$ cat config.mk
export PLATFORM = sky130hd
export DESIGN_NAME = victim_backed_cache
export DESIGN_NICKNAME = d
export VERILOG_FILES = /design/src/rtl/vbc_pkg.sv /design/src/rtl/vbc_main_array.sv /design/src/rtl/vbc_side_buffer.sv /design/src/rtl/vbc_ctrl.sv /design/src/rtl/victim_backed_cache.sv
export SDC_FILE = /design/constraint.sdc
export NUM_CORES = 1
export LEC_CHECK = 0
export BUFFER_PORTS_ARGS = -buffer_cell sky130_fd_sc_hd__buf_2
export CAP_MARGIN = 20
export CORE_MARGIN = 2
export CORE_UTILIZATION = 61
export CTS_CLUSTER_SIZE = 20
export DETAILED_ROUTE_END_ITERATION = 12
export PLACE_DENSITY = 0.79
export RECOVER_POWER = 25
export SLEW_MARGIN = 25
export SYNTH_ARGS = -nofsm -noshare
export SYNTH_HDL_FRONTEND = slang
export SYNTH_SLANG_ARGS = --single-unit
$ cat constraint.sdc
create_clock -name clk -period 6.2 [get_ports clk]
set_input_delay 0.93 -clock clk [delete_from_list [all_inputs] [get_ports clk]]
set_output_delay 0.93 -clock clk [all_outputs]
set_load 0.03 [all_outputs]
$ cat src/rtl/vbc_pkg.sv
package vbc_pkg;
    typedef enum logic [1:0] {
        ST_IDLE  = 2'd0,
        ST_PROBE = 2'd1,
        ST_FETCH = 2'd2,
        ST_WAIT  = 2'd3
    } vbc_state_e;
endpackage

$ cat src/rtl/vbc_main_array.sv
module vbc_main_array #(
    parameter int ADDR_W = 16,
    parameter int IDX_W  = 3,
    parameter int LINE_W = 32
) (
    input  logic                    clk,
    input  logic                    rst_n,
    input  logic [IDX_W-1:0]        rd_idx,
    output logic                    rd_valid,
    output logic [ADDR_W-IDX_W-1:0] rd_tag,
    output logic [LINE_W-1:0]       rd_data,
    input  logic                    wr_en,
    input  logic [IDX_W-1:0]        wr_idx,
    input  logic [ADDR_W-IDX_W-1:0] wr_tag,
    input  logic [LINE_W-1:0]       wr_data
);
    localparam int SETS  = 1 << IDX_W;
    localparam int TAG_W = ADDR_W - IDX_W;

    logic [SETS-1:0]   valid_q;
    logic [TAG_W-1:0]  tag_q  [SETS];
    logic [LINE_W-1:0] data_q [SETS];

    always_ff @(posedge clk) begin
        if (!rst_n) begin
            valid_q <= '0;
        end else if (wr_en) begin
            valid_q[wr_idx] <= 1'b1;
        end
    end

    always_ff @(posedge clk) begin
        if (wr_en) begin
            tag_q[wr_idx]  <= wr_tag;
            data_q[wr_idx] <= wr_data;
        end
    end

    assign rd_valid = valid_q[rd_idx];
    assign rd_tag   = tag_q[rd_idx];
    assign rd_data  = data_q[rd_idx];
endmodule

$ cat src/rtl/vbc_side_buffer.sv
module vbc_side_buffer #(
    parameter int ADDR_W = 16,
    parameter int LINE_W = 32,
    parameter int DEPTH  = 4
) (
    input  logic                     clk,
    input  logic                     rst_n,
    input  logic [ADDR_W-1:0]        probe_addr,
    output logic                     probe_hit,
    output logic [$clog2(DEPTH)-1:0] probe_slot,
    output logic [LINE_W-1:0]        probe_data,
    input  logic                     swap_en,
    input  logic [$clog2(DEPTH)-1:0] swap_slot,
    input  logic                     swap_keep,
    input  logic [ADDR_W-1:0]        swap_addr,
    input  logic [LINE_W-1:0]        swap_data,
    input  logic                     push_en,
    input  logic [ADDR_W-1:0]        push_addr,
    input  logic [LINE_W-1:0]        push_data
);
    localparam int SLOT_W = $clog2(DEPTH);

    logic [DEPTH-1:0]  valid_q;
    logic [ADDR_W-1:0] addr_q [DEPTH];
    logic [LINE_W-1:0] data_q [DEPTH];
    logic [SLOT_W-1:0] ptr_q;
    logic [DEPTH-1:0]  match;

    // one comparator per slot
    for (genvar g = 0; g < DEPTH; g++) begin : g_cmp
        assign match[g] = valid_q[g] && (addr_q[g] == probe_addr);
    end

    always_comb begin
        probe_slot = '0;
        for (int i = DEPTH - 1; i >= 0; i--) begin
            if (match[i]) probe_slot = SLOT_W'(i);
        end
    end

    assign probe_hit  = |match;
    assign probe_data = data_q[probe_slot];

    always_ff @(posedge clk) begin
        if (!rst_n) begin
            valid_q <= '0;
            ptr_q   <= '0;
        end else if (swap_en) begin
            valid_q[swap_slot] <= swap_keep;
        end else if (push_en) begin
            valid_q[ptr_q] <= 1'b1;
            ptr_q <= (ptr_q == SLOT_W'(DEPTH - 1)) ? '0 : ptr_q + 1'b1;
        end
    end

    always_ff @(posedge clk) begin
        if (swap_en) begin
            addr_q[swap_slot] <= swap_addr;
            data_q[swap_slot] <= swap_data;
        end else if (push_en) begin
            addr_q[ptr_q] <= push_addr;
            data_q[ptr_q] <= push_data;
        end
    end
endmodule

$ cat src/rtl/vbc_ctrl.sv
module vbc_ctrl
    import vbc_pkg::*;
#(
    parameter int ADDR_W = 16,
    parameter int IDX_W  = 3,
    parameter int LINE_W = 32,
    parameter int DEPTH  = 4
) (
    input  logic                     clk,
    input  logic                     rst_n,
    input  logic                     req_valid,
    output logic                     req_ready,
    input  logic [ADDR_W-1:0]        req_addr,
    output logic                     rsp_valid,
    output logic                     rsp_hit,
    output logic [LINE_W-1:0]        rsp_data,
    output logic                     mem_req_valid,
    input  logic                     mem_req_ready,
    output logic [ADDR_W-1:0]        mem_req_addr,
    input  logic                     mem_rsp_valid,
    input  logic [LINE_W-1:0]        mem_rsp_data,
    output logic [ADDR_W-1:0]        lookup_addr,
    output logic                     main_hit,
    input  logic                     main_valid,
    input  logic [ADDR_W-IDX_W-1:0]  main_tag,
    input  logic [LINE_W-1:0]        main_data,
    output logic                     main_wr_en,
    output logic [LINE_W-1:0]        main_wr_data,
    input  logic                     vb_hit,
    input  logic [LINE_W-1:0]        vb_data,
    output logic                     vb_swap_en,
    output logic                     vb_push_en,
    output logic [ADDR_W-1:0]        evict_addr
);
    vbc_state_e        st_q, st_d;
    logic [ADDR_W-1:0] cur_q;
    logic              rsp_load, rsp_hit_d;
    logic [LINE_W-1:0] rsp_data_d;
    logic              rsp_valid_q, rsp_hit_q;
    logic [LINE_W-1:0] rsp_data_q;

    assign lookup_addr  = (st_q == ST_IDLE) ? req_addr : cur_q;
    assign main_hit     = main_valid && (main_tag == lookup_addr[ADDR_W-1:IDX_W]);
    assign evict_addr   = {main_tag, cur_q[IDX_W-1:0]};
    assign mem_req_addr = cur_q;

    always_ff @(posedge clk) begin
        if (!rst_n) st_q <= ST_IDLE;
        else        st_q <= st_d;
    end

    always_comb begin
        st_d          = st_q;
        req_ready     = 1'b0;
        mem_req_valid = 1'b0;
        main_wr_en    = 1'b0;
        main_wr_data  = vb_data;
        vb_swap_en    = 1'b0;
        vb_push_en    = 1'b0;
        rsp_load      = 1'b0;
        rsp_hit_d     = 1'b0;
        rsp_data_d    = main_data;
        unique case (st_q)
            ST_IDLE: begin
                req_ready = 1'b1;
                if (req_valid) begin
                    if (main_hit) begin
                        rsp_load  = 1'b1;
                        rsp_hit_d = 1'b1;
                    end else begin
                        st_d = ST_PROBE;
                    end
                end
            end
            ST_PROBE: begin
                if (vb_hit) begin
                    main_wr_en   = 1'b1;
                    main_wr_data = vb_data;
                    vb_swap_en   = 1'b1;
                    rsp_load     = 1'b1;
                    rsp_hit_d    = 1'b1;
                    rsp_data_d   = vb_data;
                    st_d         = ST_IDLE;
                end else begin
                    st_d = ST_FETCH;
                end
            end
            ST_FETCH: begin
                mem_req_valid = 1'b1;
                if (mem_req_ready) st_d = ST_WAIT;
            end
            ST_WAIT: begin
                if (mem_rsp_valid) begin
                    main_wr_en   = 1'b1;
                    main_wr_data = mem_rsp_data;
                    vb_push_en   = main_valid;
                    rsp_load     = 1'b1;
                    rsp_data_d   = mem_rsp_data;
                    st_d         = ST_IDLE;
                end
            end
            default: st_d = ST_IDLE;
        endcase
    end

    always_ff @(posedge clk) begin
        if (!rst_n) begin
            cur_q       <= '0;
            rsp_valid_q <= 1'b0;
            rsp_hit_q   <= 1'b0;
            rsp_data_q  <= '0;
        end else begin
            if (st_q == ST_IDLE && req_valid) cur_q <= req_addr;
            rsp_valid_q <= rsp_load;
            if (rsp_load) begin
                rsp_hit_q  <= rsp_hit_d;
                rsp_data_q <= rsp_data_d;
            end
        end
    end

    assign rsp_valid = rsp_valid_q;
    assign rsp_hit   = rsp_hit_q;
    assign rsp_data  = rsp_data_q;
endmodule

$ cat src/rtl/victim_backed_cache.sv
module victim_backed_cache #(
    parameter int ADDR_W = 16,
    parameter int IDX_W  = 3,
    parameter int LINE_W = 32,
    parameter int DEPTH  = 4
) (
    input  logic              clk,
    input  logic              rst_n,
    input  logic              req_valid,
    output logic              req_ready,
    input  logic [ADDR_W-1:0] req_addr,
    output logic              rsp_valid,
    output logic              rsp_hit,
    output logic [LINE_W-1:0] rsp_data,
    output logic              mem_req_valid,
    input  logic              mem_req_ready,
    output logic [ADDR_W-1:0] mem_req_addr,
    input  logic              mem_rsp_valid,
    input  logic [LINE_W-1:0] mem_rsp_data
);
    localparam int TAG_W  = ADDR_W - IDX_W;
    localparam int SLOT_W = $clog2(DEPTH);

    logic [ADDR_W-1:0] lookup_addr;
    logic              main_hit, main_valid, main_wr_en;
    logic [TAG_W-1:0]  main_tag;
    logic [LINE_W-1:0] main_data, main_wr_data;
    logic              vb_hit, vb_swap_en, vb_push_en;
    logic [SLOT_W-1:0] vb_slot;
    logic [LINE_W-1:0] vb_data;
    logic [ADDR_W-1:0] evict_addr;

    vbc_main_array #(.ADDR_W(ADDR_W), .IDX_W(IDX_W), .LINE_W(LINE_W)) u_main (
        .clk      (clk),
        .rst_n    (rst_n),
        .rd_idx   (lookup_addr[IDX_W-1:0]),
        .rd_valid (main_valid),
        .rd_tag   (main_tag),
        .rd_data  (main_data),
        .wr_en    (main_wr_en),
        .wr_idx   (mem_req_addr[IDX_W-1:0]),
        .wr_tag   (mem_req_addr[ADDR_W-1:IDX_W]),
        .wr_data  (main_wr_data)
    );

    vbc_side_buffer #(.ADDR_W(ADDR_W), .LINE_W(LINE_W), .DEPTH(DEPTH)) u_side (
        .clk        (clk),
        .rst_n      (rst_n),
        .probe_addr (lookup_addr),
        .probe_hit  (vb_hit),
        .probe_slot (vb_slot),
        .probe_data (vb_data),
        .swap_en    (vb_swap_en),
        .swap_slot  (vb_slot),
        .swap_keep  (main_valid),
        .swap_addr  (evict_addr),
        .swap_data  (main_data),
        .push_en    (vb_push_en),
        .push_addr  (evict_addr),
        .push_data  (main_data)
    );

    vbc_ctrl #(.ADDR_W(ADDR_W), .IDX_W(IDX_W), .LINE_W(LINE_W), .DEPTH(DEPTH)) u_ctrl (
        .clk           (clk),
        .rst_n         (rst_n),
        .req_valid     (req_valid),
        .req_ready     (req_ready),
        .req_addr      (req_addr),
        .rsp_valid     (rsp_valid),
        .rsp_hit       (rsp_hit),
        .rsp_data      (rsp_data),
        .mem_req_valid (mem_req_valid),
        .mem_req_ready (mem_req_ready),
        .mem_req_addr  (mem_req_addr),
        .mem_rsp_valid (mem_rsp_valid),
        .mem_rsp_data  (mem_rsp_data),
        .lookup_addr   (lookup_addr),
        .main_hit      (main_hit),
        .main_valid    (main_valid),
        .main_tag      (main_tag),
        .main_data     (main_data),
        .main_wr_en    (main_wr_en),
        .main_wr_data  (main_wr_data),
        .vb_hit        (vb_hit),
        .vb_data       (vb_data),
        .vb_swap_en    (vb_swap_en),
        .vb_push_en    (vb_push_en),
        .evict_addr    (evict_addr)
    );
endmodule

==> results.sh, run 1 <==
export IMPL_synth_cells=2024
export IMPL_clkTransAtPathRegs_ps=60
export IMPL_layout_common_cells="edfxtp_1, nand2_1, nand3_1"
export IMPL_port_buffer_count=104
export IMPL_skew_ps=23.4
export IMPL_final_util_pct=68.6
export IMPL_syn_nets=2081
export IMPL_insertion_delay_ps=640
export IMPL_report_final_setup_viol=0
export IMPL_drt_wl_total_um=78500
export IMPL_final_layout_size_suffix_gt1_share_pct=11.5
export IMPL_die_y_um=215
export IMPL_crit_path_end_kind="register"
export IMPL_dr_pass1_iters=6
export IMPL_drv_slew=14
export IMPL_synth_distinct_cells=87
export IMPL_yosysSeqAreaShare_pct=66.2
export IMPL_wl_per_cell_um=28.6
export IMPL_remaining_drc_errors=0
export IMPL_hold_path_class="register to register"
export IMPL_syn_mean_instance_area_um2=13.4
export IMPL_ys_async_sr_fraction_pct=0
export IMPL_die_area_um2=46000
export IMPL_dpl_hpwl_um=43800
export IMPL_area_growth_pct=11.5
export IMPL_max_cap_violations=1
export IMPL_cts_buffers=61
export IMPL_worstSetupStartpoint="u_ctrl.mem_req_addr[2]"
export IMPL_grt_pass1_wl_um=116000
export IMPL_cp_depth=10
export IMPL_syn_area_um2=27000
export IMPL_cts_setup_buffers=0
export IMPL_coreArea_um2=43900
export IMPL_clock_fmax_mhz=179
export IMPL_grt_max_degree=129
export IMPL_ios=105
export IMPL_overflow=0
export IMPL_ff2ff_path_depth=10
export IMPL_fin_tns_setup_ps=0
export IMPL_dr_total_vias=19300
export IMPL_root_buffer="clkbuf_16"
export IMPL_avgViaCountPerCell=7.03
export IMPL_grt_pass1_vias=18800
export IMPL_crit_buf_inv=1
export IMPL_crit_path_max_incr_delay_ps=1470
export IMPL_rsz0062_at_grt="false"
export IMPL_cp_max_fo=33
export IMPL_final_common_cell="edfxtp_1"
export IMPL_ys_warn_count=0
export IMPL_reg2reg_from="u_ctrl.mem_req_addr[2]"
export IMPL_clock_sinks=618
export IMPL_hold_viol_final=0
export IMPL_ant_nets=0
export IMPL_crit_slowest_cell="a21oi_1"
export IMPL_power_density_nw_per_um2=321
export IMPL_crit_required_ps=6770
export IMPL_initialDrtViolationCount=2593
export IMPL_die_w_um=215
export IMPL_crit_chain="clkbuf_1 > nor2b_1 > a21oi_1 > a211oi_1 > nor4_1 > xor2_1 > nand4_1 > nor4_4 > o31a_4 > a22o_1"
export IMPL_worstReg2RegEnd="u_ctrl.rsp_data[24]"
export IMPL_fin_nets=2158
export IMPL_r2r_slack_ps=600
export IMPL_max_vdd_ir_drop_v=0.000257
export IMPL_ys_flop_type="edfxtp_1"
export IMPL_min_path_cells=1
export IMPL_power_w=0.00968
export IMPL_antenna_found_initial=2
export IMPL_hold_buffers=0
export IMPL_maxSlewHeadroom_pct=-26.0
export IMPL_gp_congestion=1.00
export IMPL_cts_resized=0
export IMPL_cts_htree_levels=2
export IMPL_min_period_ps=5600
export IMPL_synth_edff_count=552
export IMPL_p_leak_nw=10.2
export IMPL_critical_path_class="register to register"
export IMPL_rows=77
export IMPL_grt_total_usage_pct=33.5
export IMPL_synth_seq_cells=618
export IMPL_crit_path_end="u_ctrl.rsp_data[24]"
export IMPL_path_delay_family="compound AO/OA/AOI/OAI gates"
export IMPL_start_util_pct=61.5
export IMPL_cts_tree="yes"
export IMPL_cp_arrival_ps=6170
export IMPL_violations="capacitance limit, slew limit"
export IMPL_tightest_slew_ps=1890
export IMPL_status="complete, but fails checks"
export IMPL_cts_max_path_buffers=3
export IMPL_fin_crit_sh_pct=90.3
export IMPL_setup_worst_path_start_class="register"
[Yosys cell counts, drive strengths merged (21+ instances only)]
master / count / area [um^2]
a221oi: 34 / 298
nor3: 32 / 175
buf: 64 / 420
xnor2: 35 / 307
o221ai: 25 / 219
and3: 31 / 194
a22oi: 25 / 188
xor2: 38 / 333
nor4: 22 / 236
mux2i: 76 / 788
a211oi: 31 / 233
nand2b: 32 / 203
o21a: 36 / 270
nand3: 99 / 495
a22o: 61 / 534
o21ai: 91 / 459
a21oi: 59 / 299
nor2: 32 / 123
a32oi: 21 / 184
dfxtp: 66 / 1320
inv: 51 / 191
nand2: 201 / 757
a221o: 30 / 300
edfxtp: 552 / 16600
clkbuf: 89 / 335
[cell type report]
type,instances,area [um^2]
Clock buffer,76,1640
Sequential cell,618,17900
Fill cell,3022,13800
Timing Repair Buffer,167,1030
Multi-Input combinational cell,1201,8210
Antenna cell,2,5.00
Inverter,52,195
Clock inverter,39,413
Tap cell,592,741
[per-stage QoR]
| step | instances | cell area (um^2) | hold slack, ps | setup slack, ps |
|---|---|---|---|---|
| 3_5_place_dp | 2630 | 28200 | 456 | 1300 |
| 4_1_cts | 2745 | 30300 | 471 | 1280 |
| 5_1_grt | 2747 | 30100 | 496 | 476 |
| 6_report | 2747 | 30100 | 472 | 599 |
| 3_3_place_gp | 2630 | 28200 | 447 | 1360 |
| 2_1_floorplan | 2024 | 27000 | 435 | 418 |
[kinds of logic after synthesis]
family | share of synthesized area (%)
simple gates | 9.46
flops | 66.2
compound gates | 15.2
mux | 3.11
fa+ha+maj | 0.185
xor+xnor | 2.37
buf+inv | 3.52
[worst min path at each step]
| stage | start | to | slack, ps |
|---|---|---|---|
| 2_1_floorplan | u_main.valid_q[6] | u_main.valid_q[6] | 440 |
| 3_3_place_gp | u_main.valid_q[0] | u_main.valid_q[0] | 450 |
| 3_5_place_dp | u_main.valid_q[3] | u_main.valid_q[3] | 460 |
| 4_1_cts | u_main.valid_q[3] | u_main.valid_q[3] | 470 |
| 5_1_grt | u_main.valid_q[5] | u_main.valid_q[5] | 500 |
| 6_report | u_main.valid_q[3] | u_main.valid_q[3] | 470 |
[worst register-to-register path, stage by stage, from the launching register on]
cell and delay, ps:
dfxtp_1 290, clkbuf_1 480, nor2b_1 370, a21oi_1 1470
a211oi_1 90, nor4_1 1220, xor2_1 210, nand4_1 210
nor4_4 430, o31a_4 550, a22o_1 230
[layer usage]
metal | GRT usage (%) | share of wire (%) | vias up | wire length, um
met5 | 0 | 0 | - | 0
met4 | 18.3 | 5.7 | 0 | 4440
met3 | 6.35 | 12 | 329 | 9480
met2 | 52.8 | 46 | 1563 | 36100
met1 | 44.4 | 36 | 9401 | 28500
li1 | - | - | 8032 | -
[where the power goes]
| group | switching [W] | total [W] | internal (W) |
|---|---|---|---|
| Sequential | 0.0000553 | 0.00468 | 0.00462 |
| Combinational | 0.000829 | 0.00123 | 0.000402 |
| Clock | 0.00160 | 0.00377 | 0.00218 |
| Total | 0.00248 | 0.00968 | 0.00720 |
[sequential cells by signal, indices dropped and copies added, names as in the netlist, 2 cells and up, named ones only]
signal and count:
u_side.data_q 128, u_main.tag_q 104, u_side.ptr_q 2, u_ctrl.rsp_data 32, u_ctrl.mem_req_addr 16, u_side.addr_q 64
u_side.valid_q 4, u_main.data_q 256, u_main.valid_q 8
Note: power is estimated with default switching activity, not from simulation.
==> run 2: changes to the inputs <==
--- a/config.mk
+++ b/config.mk
@@ -5,13 +5,13 @@
 export SDC_FILE = /design/constraint.sdc
 export NUM_CORES = 1
 export LEC_CHECK = 0
-export BUFFER_PORTS_ARGS = -buffer_cell sky130_fd_sc_hd__buf_2
 export CAP_MARGIN = 20
 export CORE_MARGIN = 2
 export CORE_UTILIZATION = 61
 export CTS_CLUSTER_SIZE = 20
 export DETAILED_ROUTE_END_ITERATION = 12
-export PLACE_DENSITY = 0.79
+export DONT_BUFFER_PORTS = 1
+export PLACE_DENSITY = 0.77
 export RECOVER_POWER = 25
 export SLEW_MARGIN = 25
 export SYNTH_ARGS = -nofsm -noshare
==> run 2 against run 1 <==
- the flow still finishes with violations (capacitance limit, slew limit)
- via count decreased by 4.3%
- global-route usage decreased by 0.69 points
- final cell count is 4.0% lower
- register-to-register slack worse by 90 ps
- critical endpoint is now u_ctrl.rsp_data[4]
==> results.sh, run 2 (synthesis gave the netlist of run 1 again) <==
export IMPL_dr_total_vias=18500
export IMPL_final_common_cell="edfxtp_1"
export IMPL_area_growth_pct=9.60
export IMPL_rows=77
export IMPL_tightest_slew_ps=1740
export IMPL_fin_crit_sh_pct=91.7
export IMPL_die_area_um2=46000
export IMPL_max_cap_violations=4
export IMPL_overflow=0
export IMPL_fin_tns_setup_ps=0
export IMPL_critical_path_class="register to register"
export IMPL_drt_wl_total_um=76400
export IMPL_rsz0062_at_grt="false"
export IMPL_hold_buffers=0
export IMPL_min_path_cells=1
export IMPL_power_density_nw_per_um2=326
export IMPL_grt_pass1_vias=18000
export IMPL_busiest_layer="met2"
export IMPL_clock_fmax_mhz=176
export IMPL_largest_register_ffs=256
export IMPL_cts_htree_levels=2
export IMPL_hold_path_class="primary input to register"
export IMPL_placed_cells=2528
export IMPL_cts_resized=0
export IMPL_cp_arrival_ps=6250
export IMPL_cts_setup_buffers=0
export IMPL_worstReg2RegEnd="u_ctrl.rsp_data[4]"
export IMPL_r2r_slack_ps=510
export IMPL_fin_nets=2055
export IMPL_placed_cell_area_um2=27700
export IMPL_cts_buffers=59
export IMPL_drv_slew=18
export IMPL_p_sw_share_pct=25.3
export IMPL_die_y_um=215
export IMPL_cts_max_path_buffers=3
export IMPL_intPower_w=0.00720
export IMPL_p_leak_nw=9.89
export IMPL_die_w_um=215
export IMPL_skew_ps=28.1
export IMPL_fin_cells=2636
export IMPL_status="complete, but fails checks"
export IMPL_wl_per_cell_um=29.0
export IMPL_min_period_ps=5690
export IMPL_avgViaCountPerCell=7.02
export IMPL_grt_pass1_wl_um=113000
export IMPL_met3_usage_pct=7.33
export IMPL_remaining_drc_errors=0
export IMPL_min_from="rst_n"
export IMPL_grt_use_met2_pct=51.9
export IMPL_coreArea_um2=43900
export IMPL_post_route_cell_area_um2=29600
export IMPL_ios=105
export IMPL_hold_end="u_ctrl.st_q[0]"
export IMPL_start_util_pct=61.5
export IMPL_setup_worst_path_start_class="register"
export IMPL_ff_latch_area_um2=17900
export IMPL_layout_common_cells="edfxtp_1, nand2_1, nand3_1"
export IMPL_grt_max_degree=99
export IMPL_insertion_delay_ps=640
export IMPL_clockPowerShare_pct=39.4
export IMPL_whs_ps=429
export IMPL_hold_viol_final=0
export IMPL_dpl_hpwl_um=45400
export IMPL_root_buffer="clkbuf_16"
export IMPL_ant_nets=0
export IMPL_grtUsageMet1_pct=43.5
export IMPL_initialDrtViolationCount=2614
export IMPL_multi_input_comb_area_um2=8200
export IMPL_top_regs="u_main.data_q (256), u_side.data_q (128), u_main.tag_q (104)"
export IMPL_cp_max_fo=52
export IMPL_final_layout_size_suffix_gt1_share_pct=9.30
export IMPL_top_register="u_main.data_q"
export IMPL_pwr_share_comb_pct=12.2
export IMPL_nFillCells=3084
export IMPL_seqPwrFrac_pct=48.4
export IMPL_gp_congestion=0.989
export IMPL_clkTransAtPathRegs_ps=60
export IMPL_dr_pass1_iters=6
export IMPL_violations="capacitance limit, slew limit"
export IMPL_crit_required_ps=6760
export IMPL_ff2ff_path_depth=11
export IMPL_cts_tree="yes"
export IMPL_max_vdd_ir_drop_v=0.000320
export IMPL_antenna_found_initial=0
export IMPL_port_buffer_count=0
export IMPL_report_final_setup_viol=0
export IMPL_clock_sinks=618
export IMPL_grt_total_usage_pct=32.8
export IMPL_p_switching_w=0.00244
export IMPL_crit_path_end_kind="register"
export IMPL_maxSlewHeadroom_pct=-17.1
-- run 2: changes by cell type in the layout (fill, tap and decap cells not counted), sizes merged, moves of 3 or more --
cell / previous run / this run
buf: 102 / 43
bufinv: 7 / 10
clkbuf: 141 / 88
clkinv: 27 / 19
clkinvlp: 5 / 8
inv: 52 / 56
-- run 2: area by class of cell --
cell class                      count  area share, %
Sequential cell                   618           60.4
Multi-Input combinational cell   1201           27.7
Clock buffer                       65           5.16
Tap cell                          592           2.50
Timing Repair Buffer               66           1.83
Clock inverter                     41           1.74
Inverter                           52          0.659
Antenna cell                        1        0.00845
-- run 2: how the worst max path moves through the flow --
| stage | end | cells after the start | from |
|---|---|---|---|
| 2_1_floorplan | u_side.addr_q[3][0] | 7 | req_addr[1] |
| 3_3_place_gp | u_main.data_q[1][8] | 10 | register |
| 3_5_place_dp | u_main.data_q[1][8] | 10 | register |
| 4_1_cts | u_main.data_q[1][22] | 10 | register |
| 5_1_grt | u_ctrl.rsp_data[4] | 11 | register |
| 6_report | u_ctrl.rsp_data[4] | 11 | register |
-- run 2: critical path: stages (launching register included) --
cell,delay [ps]
dfxtp_1,350
clkbuf_1,950
or3b_1,310
buf_4,460
a21oi_1,120
o21a_1,240
nor4_1,1420
xor2_1,220
nand4_1,230
nor4_4,500
o31a_4,490
a22o_1,200
-- run 2: metrics by stage --
stage / setup slack (ps) / util [%] / total power (W)
final: 512 / 67.4 / 0.00965
after global routing: 367 / 67.4 / 0.00991
after CTS: 853 / 67.7 / 0.00968
after detailed placement: 886 / 63.0 / 0.00593
after global placement: 1070 / 63.0 / 0.00590
after floorplan: 418 / - / 0.00558
-- run 2: power groups by stage --
stage,registers [W],clock network [W],logic (W)
after floorplan,0.00476,0,0.000820
after global placement,0.00476,0,0.00114
after detailed placement,0.00476,0,0.00118
after CTS,0.00467,0.00383,0.00118
after global routing,0.00467,0.00398,0.00126
final,0.00467,0.00380,0.00118
-- run 2: routing by layer --
layer | up-vias | part of all wire, % | wire length (um)
met3 | 274 | 11 | 8570
met1 | 9068 | 37 | 28600
li1 | 7814 | - | -
met4 | 0 | 4.6 | 3480
met5 | - | 0 | 0
met2 | 1339 | 47 | 35700
